--- src/rtl/mstamp_pkg.sv ---
package mstamp_pkg;

    localparam int WORD_W = 32;
    localparam int TIME_W = 2 * WORD_W;

    // register word addresses
    localparam int TIME_LO_ADDR = 'h200;
    localparam int TIME_HI_ADDR = 'h204;
    localparam int CH_BASE      = 'h300;
    localparam int CH_STRIDE    = 8;
    localparam int SNAP_OFS     = 0;
    localparam int CNT_OFS      = 4;

    typedef struct packed {
        logic [TIME_W-1:0] count;
    } time_state_t;

    typedef struct packed {
        logic [WORD_W-1:0] cnt;
        logic [WORD_W-1:0] snap;
        logic [WORD_W-1:0] held;
        logic              frozen;
    } chan_state_t;

    typedef struct packed {
        logic [WORD_W-1:0] data;
    } read_state_t;

endpackage

--- src/rtl/mstamp_time_base.sv ---
module mstamp_time_base
    import mstamp_pkg::*;
#(
    parameter logic [TIME_W-1:0] START = '0
) (
    input  logic              clk,
    input  logic              rst_n,
    input  logic              tick_i,
    output logic [TIME_W-1:0] time_o
);

    time_state_t state_d, state_q;

    always_comb begin
        state_d = state_q;
        if (tick_i) begin
            state_d.count = state_q.count + TIME_W'(1);
        end
    end

    always_ff @(posedge clk) begin
        if (!rst_n) begin
            state_q <= '{count: START};
        end else begin
            state_q <= state_d;
        end
    end

    assign time_o = state_q.count;

endmodule

--- src/rtl/mstamp_channel.sv ---
module mstamp_channel
    import mstamp_pkg::*;
(
    input  logic              clk,
    input  logic              rst_n,
    input  logic              strobe_i,
    input  logic [WORD_W-1:0] time_lo_i,
    input  logic              cnt_rd_i,
    input  logic              snap_rd_i,
    output logic [WORD_W-1:0] cnt_o,
    output logic [WORD_W-1:0] snap_view_o,
    output logic [WORD_W-1:0] held_o,
    output logic              frozen_o
);

    chan_state_t state_d, state_q;

    always_comb begin
        state_d = state_q;
        // live pair always advances together
        if (strobe_i) begin
            state_d.cnt  = state_q.cnt + WORD_W'(1);
            state_d.snap = time_lo_i;
        end
        // count read captures the partner of the count being returned
        if (cnt_rd_i) begin
            state_d.held   = state_q.snap;
            state_d.frozen = 1'b1;
        end else if (snap_rd_i) begin
            state_d.frozen = 1'b0;
        end
    end

    always_ff @(posedge clk) begin
        if (!rst_n) begin
            state_q <= '0;
        end else begin
            state_q <= state_d;
        end
    end

    assign cnt_o       = state_q.cnt;
    assign snap_view_o = state_q.frozen ? state_q.held : state_q.snap;
    assign held_o      = state_q.held;
    assign frozen_o    = state_q.frozen;

endmodule

--- src/rtl/mstamp_read_port.sv ---
module mstamp_read_port
    import mstamp_pkg::*;
#(
    parameter int NUM_CH = 2,
    parameter int ADDR_W = 12
) (
    input  logic                           clk,
    input  logic                           rst_n,
    input  logic                           rd_en_i,
    input  logic [ADDR_W-1:0]              rd_addr_i,
    input  logic [TIME_W-1:0]              time_i,
    input  logic [NUM_CH-1:0][WORD_W-1:0]  cnt_i,
    input  logic [NUM_CH-1:0][WORD_W-1:0]  snap_i,
    output logic [NUM_CH-1:0]              cnt_rd_o,
    output logic [NUM_CH-1:0]              snap_rd_o,
    output logic [WORD_W-1:0]              rd_data_o
);

    read_state_t state_d, state_q;

    always_comb begin
        cnt_rd_o  = '0;
        snap_rd_o = '0;
        for (int c = 0; c < NUM_CH; c++) begin
            cnt_rd_o[c]  = rd_en_i &&
                (rd_addr_i == ADDR_W'(CH_BASE + c * CH_STRIDE + CNT_OFS));
            snap_rd_o[c] = rd_en_i &&
                (rd_addr_i == ADDR_W'(CH_BASE + c * CH_STRIDE + SNAP_OFS));
        end
    end

    always_comb begin
        state_d = state_q;
        if (rd_en_i) begin
            state_d.data = '0;
            if (rd_addr_i == ADDR_W'(TIME_LO_ADDR)) begin
                state_d.data = time_i[WORD_W-1:0];
            end
            if (rd_addr_i == ADDR_W'(TIME_HI_ADDR)) begin
                state_d.data = time_i[TIME_W-1:WORD_W];
            end
            for (int c = 0; c < NUM_CH; c++) begin
                if (cnt_rd_o[c]) begin
                    state_d.data = cnt_i[c];
                end
                if (snap_rd_o[c]) begin
                    state_d.data = snap_i[c];
                end
            end
        end
    end

    always_ff @(posedge clk) begin
        if (!rst_n) begin
            state_q <= '0;
        end else begin
            state_q <= state_d;
        end
    end

    assign rd_data_o = state_q.data;

endmodule

--- src/rtl/media_stamp_unit.sv ---
module media_stamp_unit
    import mstamp_pkg::*;
#(
    parameter int                NUM_CH     = 2,
    parameter int                ADDR_W     = 12,
    parameter logic [TIME_W-1:0] TIME_START = '0
) (
    input  logic              clk,
    input  logic              rst_n,
    input  logic              us_tick,
    input  logic [NUM_CH-1:0] sample_stb,
    input  logic              rd_en,
    input  logic [ADDR_W-1:0] rd_addr,
    output logic [WORD_W-1:0] rd_data
);

    logic [TIME_W-1:0]             time_q;
    logic [NUM_CH-1:0][WORD_W-1:0] cnt_all;
    logic [NUM_CH-1:0][WORD_W-1:0] snap_all;
    logic [NUM_CH-1:0][WORD_W-1:0] held_all;
    logic [NUM_CH-1:0]             frozen_all;
    logic [NUM_CH-1:0]             cnt_rd;
    logic [NUM_CH-1:0]             snap_rd;

    mstamp_time_base #(
        .START (TIME_START)
    ) u_time (
        .clk    (clk),
        .rst_n  (rst_n),
        .tick_i (us_tick),
        .time_o (time_q)
    );

    for (genvar g = 0; g < NUM_CH; g++) begin : g_chan
        mstamp_channel u_chan (
            .clk         (clk),
            .rst_n       (rst_n),
            .strobe_i    (sample_stb[g]),
            .time_lo_i   (time_q[WORD_W-1:0]),
            .cnt_rd_i    (cnt_rd[g]),
            .snap_rd_i   (snap_rd[g]),
            .cnt_o       (cnt_all[g]),
            .snap_view_o (snap_all[g]),
            .held_o      (held_all[g]),
            .frozen_o    (frozen_all[g])
        );
    end

    mstamp_read_port #(
        .NUM_CH (NUM_CH),
        .ADDR_W (ADDR_W)
    ) u_port (
        .clk       (clk),
        .rst_n     (rst_n),
        .rd_en_i   (rd_en),
        .rd_addr_i (rd_addr),
        .time_i    (time_q),
        .cnt_i     (cnt_all),
        .snap_i    (snap_all),
        .cnt_rd_o  (cnt_rd),
        .snap_rd_o (snap_rd),
        .rd_data_o (rd_data)
    );

endmodule

--- config.mk ---
export PLATFORM = sky130hd
export DESIGN_NAME = media_stamp_unit
export DESIGN_NICKNAME = d
export VERILOG_FILES = /design/src/rtl/mstamp_pkg.sv /design/src/rtl/mstamp_time_base.sv /design/src/rtl/mstamp_channel.sv /design/src/rtl/mstamp_read_port.sv /design/src/rtl/media_stamp_unit.sv
export SDC_FILE = /design/constraint.sdc
export NUM_CORES = 1
export LEC_CHECK = 0
export BUFFER_PORTS_ARGS = -buffer_cell sky130_fd_sc_hd__buf_2
export CORE_UTILIZATION = 60
export DETAILED_ROUTE_END_ITERATION = 8
export MAX_ROUTING_LAYER = met4
export PLACE_DENSITY_LB_ADDON = 0.12
export SLEW_MARGIN = 15
export SYNTH_ARGS = -nofsm -noshare
export SYNTH_HDL_FRONTEND = slang
export SYNTH_SLANG_ARGS = --single-unit
--- constraint.sdc ---
create_clock -name clk -period 2.5 [get_ports clk]
set_input_delay 0.125 -clock clk [delete_from_list [all_inputs] [get_ports clk]]
set_output_delay 0.125 -clock clk [all_outputs]
set_load 0.03 [all_outputs]
Word level (Yosys, flattened, before mapping)
Cells that the tools add are included.
{ "classes": {"add_sub_neg": 3, "n_bitwise": 0, "mux": 12, "n_lt_le_gt_ge": 0, "shifts": 0, "div": 0, "reduce_logical": 6, "n_eq_ne": 6, "multipliers": 0} }
{ "ops": {"columns": ["op", "n"], "rows": [
  ["$mux W32", 8],
  ["$eq A12 B10 Y1 const B", 6],
  ["$add A32 B1 Y32 const B", 2],
  ["$add A64 B1 Y64 const B", 1],
  ["$logic_and A1 B1 Y1", 4],
  ["$mux W1", 4],
  ["$reduce_bool A2 Y1", 2]
]} }
{ "totals": {"output_inout_bits": 32, "mem_bits_rw": 0, "memories": 0, "rom_bits": 0, "wordCells": 37, "latch_bits": 0, "input_bits": 18, "regBits": 290} }

Longest topological paths before layout
Gate-level depths: netlist (run 1).
{ "logic_depth": {"ltp_word": 7, "mapped_depth": 9, "depth_no_buf": 6} }

By module
Synthesis (run 1) repeated with hierarchy kept, for this count alone.
{ "hier_totals": {"hier_cells": 1877, "hier_area_um2": 16544.6} }
{ "modules_own_cells": {"columns": ["mod", "seq_area_each_um2", "area_each_um2", "cells_each", "instances"], "rows": [
  ["mstamp_channel", 1941.9, 4815.9, 483, 2],
  ["mstamp_read_port", 640.6, 3783.6, 554, 1],
  ["mstamp_time_base", 1281.2, 3129.3, 357, 1]
]} }

Worst setup path after synthesis (run 1)
Ideal clock, no wire load.
{ "synth_path": {"path_type": "register -> register", "from": "register u_time.state_q (netlist bit u_time.time_o[1])", "to": "register u_time.state_q (netlist bit u_time.time_o[60])", "path_stages_with_launch": 8, "setup_slack_ns": 0.202, "setup_time_ns": 0.133, "period_less_slack_ns": 2.298, "t_required_ns": 2.367, "n_path_buf": 1, "t_arrival_ns": 2.164, "path_cell_list": "dfxtp_1 ha_1 nand4_1 or4_4 or4_4 buf_6 o311ai_2 o41ai_2"} }
{ "synth_between": {"elab_chain_len": 1} }
{ "synth_rtl": {"columns": ["element", "line", "rtl"], "rows": [
  ["start, declared", "mstamp_time_base.sv:12", "time_state_t state_d, state_q;"],
  ["start signal, assigned", "mstamp_time_base.sv:23", "state_q <= '{count: START};"],
  ["start signal, assigned", "mstamp_time_base.sv:25", "state_q <= state_d;"],
  ["$add A64 B1 Y64", "mstamp_time_base.sv:17", "state_d.count = state_q.count + TIME_W'(1);"]
]} }
Every way passes these cells.
A chain may end at the register's enable or synchronous reset.

Final worst setup path (run 1)
{ "layout_path": {"from": "register u_time.state_q (netlist bit u_time.time_o[14])", "to": "register u_time.state_q (netlist bit u_time.time_o[60])"} }
The elaborated chain is that of the path after synthesis.

==> results of run 1 <==
[layout make-up]
type | count | area (um^2)
multi-input cells | 1246 | 7660
clock buffers | 44 | 925
inverters | 34 | 133
flip-flops and latches | 290 | 5810
well taps | 313 | 392
repair buffers | 126 | 928
fillers | 1850 | 6910
clock inverters | 13 | 155
diodes | 1 | 2.50
[per-layer routing]
metal	routed length, um	share of wire (%)	up-vias
li1	-	-	6084
met1	18900	45	6176
met2	18100	43	571
met3	4290	10	87
met4	1030	2.4	0
met5	0	0	-
[worst paths after layout]
| kind | start | to |
|---|---|---|
| setup reg to reg | u_time.time_o[14] | u_time.time_o[60] |
| hold reg to reg | g_chan[1].u_chan.held_o[21] | g_chan[1].u_chan.held_o[21] |
| hold / removal | rst_n | u_time.time_o[1] |
| setup / recovery | u_time.time_o[14] | u_time.time_o[60] |
[stage by stage]
stage | cell area (um^2) | hold slack (ns) | setup slack (ns) | util [%] | power, uW
6_report | 16000 | 0.0920 | 0.121 | 69.8 | 9950
5_1_grt | 16000 | 0.117 | 0.0166 | 69.8 | 10200
4_1_cts | 16000 | 0.0940 | 0.127 | 69.8 | 9960
3_5_place_dp | 14900 | 0.443 | 0.156 | 65.1 | 5240
3_3_place_gp | 14900 | 0.435 | 0.235 | 65.1 | 5230
2_1_floorplan | 14200 | 0.274 | 0.202 | - | 5080
[cell families (layout without fill, tap and decap cells)]
family / count (synthesis) / in the layout
buffers and inverters: 168 / 217
flip-flops: 290 / 290
AND/OR/NAND/NOR: 668 / 668
AO/OA/AOI/OAI: 341 / 341
XOR/XNOR: 88 / 88
multiplexers: 146 / 146
other: 0 / 1
adder cells (fa/ha/maj): 3 / 3
[worst max-delay path, cell delays in order (launching register included)]
cell and delay, ns:
dfxtp_1 0.46, nand4_1 0.22, or4_4 0.58, or4_4 0.59, o311ai_2 0.30, o41ai_2 0.12
[synth_stat cells (17+ instances only)]
cell      number
nand3_1       71
a21oi_1      157
clkbuf_1      98
o21ai_0       62
dfxtp_1      290
nand2_1      215
inv_1         33
nor3_1        17
nor2_1       177
or4_1         21
o221ai_1      19
nand4_1       37
mux2i_1      133
nor2b_1       26
a211oi_1      28
xor2_1        34
xnor2_1       54
a32oi_1       22
[registers in the layout, summed over array words and instances, names as in the netlist]
name                    count
g_chan.u_chan.state_q      64
g_chan.u_chan.held_o       64
u_port.rd_data_o           32
g_chan.u_chan.cnt_o        64
g_chan.u_chan.frozen_o      2
u_time.time_o              64
[layout by cell type, fill, tap and decap left out, types with 5 or more instances in the layout]
cell and count:
buf_2 48, dfxtp_1 288, a211oi_1 28, xnor2_1 54, or3_1 15, clkbuf_16 31, and4_1 16, and3_1 16
o221ai_1 19, and2_1 8, nor4_2 5, nor4_1 13, buf_4 69, nor2_1 177, a21oi_1 157, nand3_1 71
inv_1 33, o21ai_0 62, o31ai_1 15, or4_1 21, a32o_1 7, buf_12 8, mux2i_1 133, o2bb2ai_1 7
clkinv_2 6, nand2b_1 9, clkbuf_8 10, a32oi_1 22, nor3_1 17, xor2_1 34, mux2_2 13, nor2b_1 26
nand4_1 37, nand2_1 215
[repair_timing]
item	CTS	global route
hold buffers	1	0
endpoints found under the setup margin	0	0
hold endpoints to repair	4	0
[power breakdown]
| part | switching (uW) | internal (uW) | total, uW |
|---|---|---|---|
| combinational | 330 | 143 | 473 |
| sequential | 28.2 | 4650 | 4680 |
| clock | 1920 | 2880 | 4800 |
==> results by group, run 1 <==
GRT
  – Total gr overflow: 0
  – Busiest grt layer: met2
  – Grt met1 use: 49.8%
  – First-pass GRT wire length: 65,600 um
  – M2 GR Usage: 53.0%
  – Vias in the first global route: 11,891
  – Initial antenna violation count: 1
  – M3 GR Usage: under 10%
  – Tot GR Track Use: a little over a third
  – Largest net degree at the start of global routing: between 90 and 100

Worst setup path
  – R2R setup slack: approximately 0.12 ns
  – CP Class: flip-flop to flip-flop
  – Critical Path Fanout Max: 7
  – Crit. End Element: flip-flop
  – Startpoint Class: flip-flop
  – Crit path DAT: 2.81 ns
  – Req. time, crit path: 2.93 ns
  – Path depth of the worst reg2reg path: 5

Floorplan
  – CORE AREA: around 23,000 um^2
  – Num ports: 50
  – Initial Util: 61.8%
  – Die Ht: 156 um
  – Die W: approximately 160 um
  – Die area: ~24,000 um^2
  – # rows: 55

Synthesis
  – Post-synth EDFFs: 0
  – Post-synth ARST share: 0%
  – Commonest register cell after synthesis: dfxtp_1
  – #FFs+latches synth: 290
  – Top cell type's share of synthesized area: between 40% and 50%
  – XOR/XNOR share of the synthesized area: about 5.4%
  – Syn Area/Cell: ~8.3 um^2
  – Synth Net Count: ~1,700
  – Post-synthesis mux area share: a little over a tenth
  – Register area share after synthesis: 41.0%
  – Synth Instances: ~1,700
  – Simple-Gate Fraction of Synth Area: a little under a quarter
  – Post-synth cell types: 65
  – Synth area leader: dfxtp_1
  – Mapped Area: between 10,000 and 15,000 um^2
  – Ys Warns: 0
  – Largest family of logic cells by synthesized area: simple AND/OR/NAND/NOR gates
  – Adder-Cell Fraction of Synth Area: 0.265%
  – Largest cells by area after synthesis: dfxtp_1 (41%), mux2i_1 (9.4%), nand2_1 (5.7%)
  – Compound-Gate Fraction of Synth Area: approximately 15%

Timing
  – Final Max Slew Viols: 0
  – Fmax: between 400 and 500 MHz
  – Final setup fails: 0
  – Minimum clock period: around 2.4 ns
  – Slew @ Worst Pin: 0.773 ns
  – Clock skew: around 0.026 ns
  – Setup TNS: 0 ns
  – Slew HR: between 40% and 50%
  – Final Cycle Share: 95.2%
  – RSZ-0062 raised after global routing: false
  – Fin. Hold Viols: 0

CTS
  – CTS Buf Count: 31
  – TritonCTS clock tree: done
  – Clock latency on the worst-skew pair: between 0.5 and 0.6 ns
  – H-tree depth: 1
  – Longest Clk Path Bufs: 3
  – Clk sinks: between 200 and 300
  – Clk slew on worst S/H paths: 0.06 ns
  – Post-CTS setup buffers: 0
  – # resized after CTS: 0
  – CTS Root Buffer Type: clkbuf_16

Job
  – Total of max-cap violations: 0

Layout
  – Non-Filler Instances: between 2,000 and 2,500
  – Area grow syn2layout: 13.0%
  – Share of layout cells above drive strength 1: between 10% and 20%
  – Final #Nets: 1,750

Route
  – Detailed-route via count: between 10,000 and 15,000
  – Detail-routed via count per cell: 6.25
  – Drc violations: 0
  – TritonRoute pass-1 iters: 5
  – Final WL: 42,300 um
  – Final ANT Viol Nets: 0
  – WL/cell: between 20 and 25 um
  – DR iter-0 viols: around 1,100

Placement
  – Cell Count Post-Placement: roughly 2,000
  – Routability congestion estimate: 0.955
  – Post-DP HPWL: around 29,000 um
  – IO buf count: around 50

Power and ir drop
  – VDD IR max: roughly 0.67 mV
  – Power Density: 622 nW/um^2
  – Leak Pwr: between 0.005 and 0.006 uW

Worst hold path
  – Hold Path Depth: 3
  – HP Class: primary input to flip-flop

Run status
  – Outcome: finished clean
(Power assumes the default switching activity.)
==> inputs of run 2 (changes only) <==
CORE_UTILIZATION = 62   (was 60)
PLACE_DENSITY_LB_ADDON = 0.05   (was 0.12)
==> run 2 against run 1 <==
- sequential power barely moved
- core utilization is 2.5 points higher
- register-to-register slack is essentially flat
- highest routed layer unchanged
- clock-buffer cell count fell by 1
- final cell count decreased by 1.3%
- power grew 0.12%
- first-iteration DRC count is 23% higher
- critical path type unchanged
- fmax is 0.41% lower
- critical endpoint unchanged
- global-route usage up 0.98 points
- clock skew down 0.012 ns
- design area barely moved
- sequential share of layout area about the same
==> results by group, run 2 (synthesis results as in run 1) <==
Worst setup path
  – Path depth of the worst reg2reg path: 6
  – Critical Path Fanout Max: 6
  – R2R setup slack: between 0.1 and 0.15 ns
  – Reg2reg start: u_time.time_o[0]
  – Req. time, crit path: 2.93 ns
  – Crit. End Element: flip-flop
  – Crit Reg-Reg Endpoint: u_time.time_o[60]
  – CP Class: flip-flop to flip-flop
  – Startpoint Class: flip-flop
  – Crit path DAT: 2.82 ns

Power and ir drop
  – Power Density: slightly above 600 nW/um^2
  – Leak Pwr: around 0.0057 uW
  – VDD IR max: just over 0.6 mV
  – Power Total: 9960 uW

CTS
  – Clock latency on the worst-skew pair: between 0.5 and 0.6 ns
  – CTS Root Buffer Type: clkbuf_16
  – Post-CTS setup buffers: 0
  – TritonCTS clock tree: done
  – CTS Buf Count: 31
  – H-tree depth: 1
  – Clk slew on worst S/H paths: ~0.06 ns
  – Longest Clk Path Bufs: 3
  – Clk sinks: 290

Run status
  – Outcome: finished clean

Layout
  – Design area: ~16,000 um^2
  – Filler Cells Inserted: 1,777
  – Most frequent cells in the layout: dfxtp_1 (288), nand2_1 (215), nor2_1 (177)
  – Most common cell after layout, fill and taps aside: dfxtp_1
  – Area grow syn2layout: 12.8%
  – Share of layout cells above drive strength 1: approximately 13%
  – Final #Nets: between 1,500 and 2,000

Job
  – Total of max-cap violations: 0

Floorplan
  – Die Ht: about 150 um
  – Die W: around 150 um
  – Die area: 23,500 um^2
  – Num ports: 50
  – CORE AREA: 22,100 um^2
  – Initial Util: 64.1%
  – # rows: 54

GRT
  – Total gr overflow: 0
  – M2 GR Usage: between 50% and 60%
  – Tot GR Track Use: a little under two fifths
  – Vias in the first global route: 12,180
  – Busiest grt layer: met2
  – Initial antenna violation count: 1
  – M3 GR Usage: 8.02%
  – Grt met1 use: 50.4%
  – Largest net degree at the start of global routing: roughly 110
  – First-pass GRT wire length: 66,700 um

Worst hold path
  – HP Class: primary input to flip-flop
  – Worst Hold Launch: sample_stb[0]
  – Hold Path Depth: 6
  – Hold EP: g_chan[0].u_chan.cnt_o[7]

Placement
  – Post-DP HPWL: a little under 30,000 um
  – Area after DPL: between 10,000 and 15,000 um^2
  – Routability congestion estimate: 0.928
  – IO buf count: 49

Route
  – Drc violations: 0
  – Final ANT Viol Nets: 0
  – WL/cell: between 20 and 25 um
  – TritonRoute pass-1 iters: 6
  – Detailed-route via count: roughly 13,000
  – Detail-routed via count per cell: about 6.3
  – DR iter-0 viols: 1,386
  – Final WL: around 42,000 um

Timing
  – Slew HR: between 40% and 50%
  – RSZ-0062 raised after global routing: false
  – Minimum clock period: 2.39 ns
  – Clock skew: 0.0145 ns
  – Final Cycle Share: about 96%
  – Final Max Slew Viols: 0
  – Final setup fails: 0
  – Slew @ Worst Pin: 0.756 ns
  – Fmax: roughly 420 MHz
  – Fin. Hold Viols: 0
  – Setup TNS: 0 ns
[run 2: changes by cell type in the layout (fill, tap and decap cells not counted), moves of 2 or more]
| cell | change |
|---|---|
| buf_4 | +7 |
| buf_12 | -2 |
| clkbuf_1 | +2 |
| clkbuf_8 | -3 |
[run 2: what timing repair did]
item / in CTS / in global routing
gates resized for setup: 0 / 1
endpoints found under the hold margin: 9 / 0
setup endpoints to repair: 0 / 1
hold buffers: 2 / 0
[run 2: critical path, cell delays in order, from the launching register on]
cell,delay (ns)
dfxtp_1,0.41
ha_2,0.26
nand4_1,0.11
or4_4,0.45
or4_4,0.60
o311ai_2,0.31
o41ai_2,0.12
[run 2: worst max path at each step]
| stage | startpoint | endpoint | slack (ns) | depth (start not counted) |
|---|---|---|---|---|
| final | u_time.time_o[0] | u_time.time_o[60] | 0.11 | 6 |
| after global routing | u_time.time_o[0] | u_time.time_o[60] | 0.03 | 6 |
| after CTS | u_time.time_o[0] | u_time.time_o[60] | 0.10 | 6 |
| after detailed placement | u_time.time_o[0] | u_time.time_o[60] | 0.13 | 6 |
| after global placement | u_time.time_o[0] | u_time.time_o[60] | 0.22 | 6 |
| after floorplan | u_time.time_o[1] | u_time.time_o[60] | 0.20 | 7 |
[run 2: power by group]
group | leakage, uW | total [uW] | switching [uW] | internal [uW]
clock | 0.000527 | 4810 | 1910 | 2900
combinational | 0.00279 | 468 | 324 | 144
sequential | 0.00234 | 4680 | 30.9 | 4650
total | 0.00566 | 9960 | 2270 | 7690
[run 2: layout make-up]
class                      count  area, um^2  share of cell area (%)
multi-input combinational   1246        7660                    47.9
sequential                   290        5810                    36.3
timing repair buffer         132         951                    5.95
clock buffer                  43         891                    5.57
tap                          280         350                    2.19
clock inverter                15         190                    1.19
inverter                      34         133                   0.830
antenna                        1        2.50                  0.0157
[run 2: layer usage]
layer | part of all wire [%] | routed length, um
met4 | 2.6 | 1100
met1 | 44 | 18400
met3 | 10 | 4290
met5 | 0 | 0
met2 | 43 | 18300
[run 2: through the flow]
step	utilization, %	std cells	setup slack, ns	hold WS, ns
after floorplan	-	1704	0.202	0.274
after detailed placement	67.4	1980	0.130	0.445
final	72.4	2041	0.111	0.110
after global placement	67.4	1980	0.216	0.435
after CTS	72.3	2040	0.101	0.106
after global routing	72.4	2041	0.0289	0.124
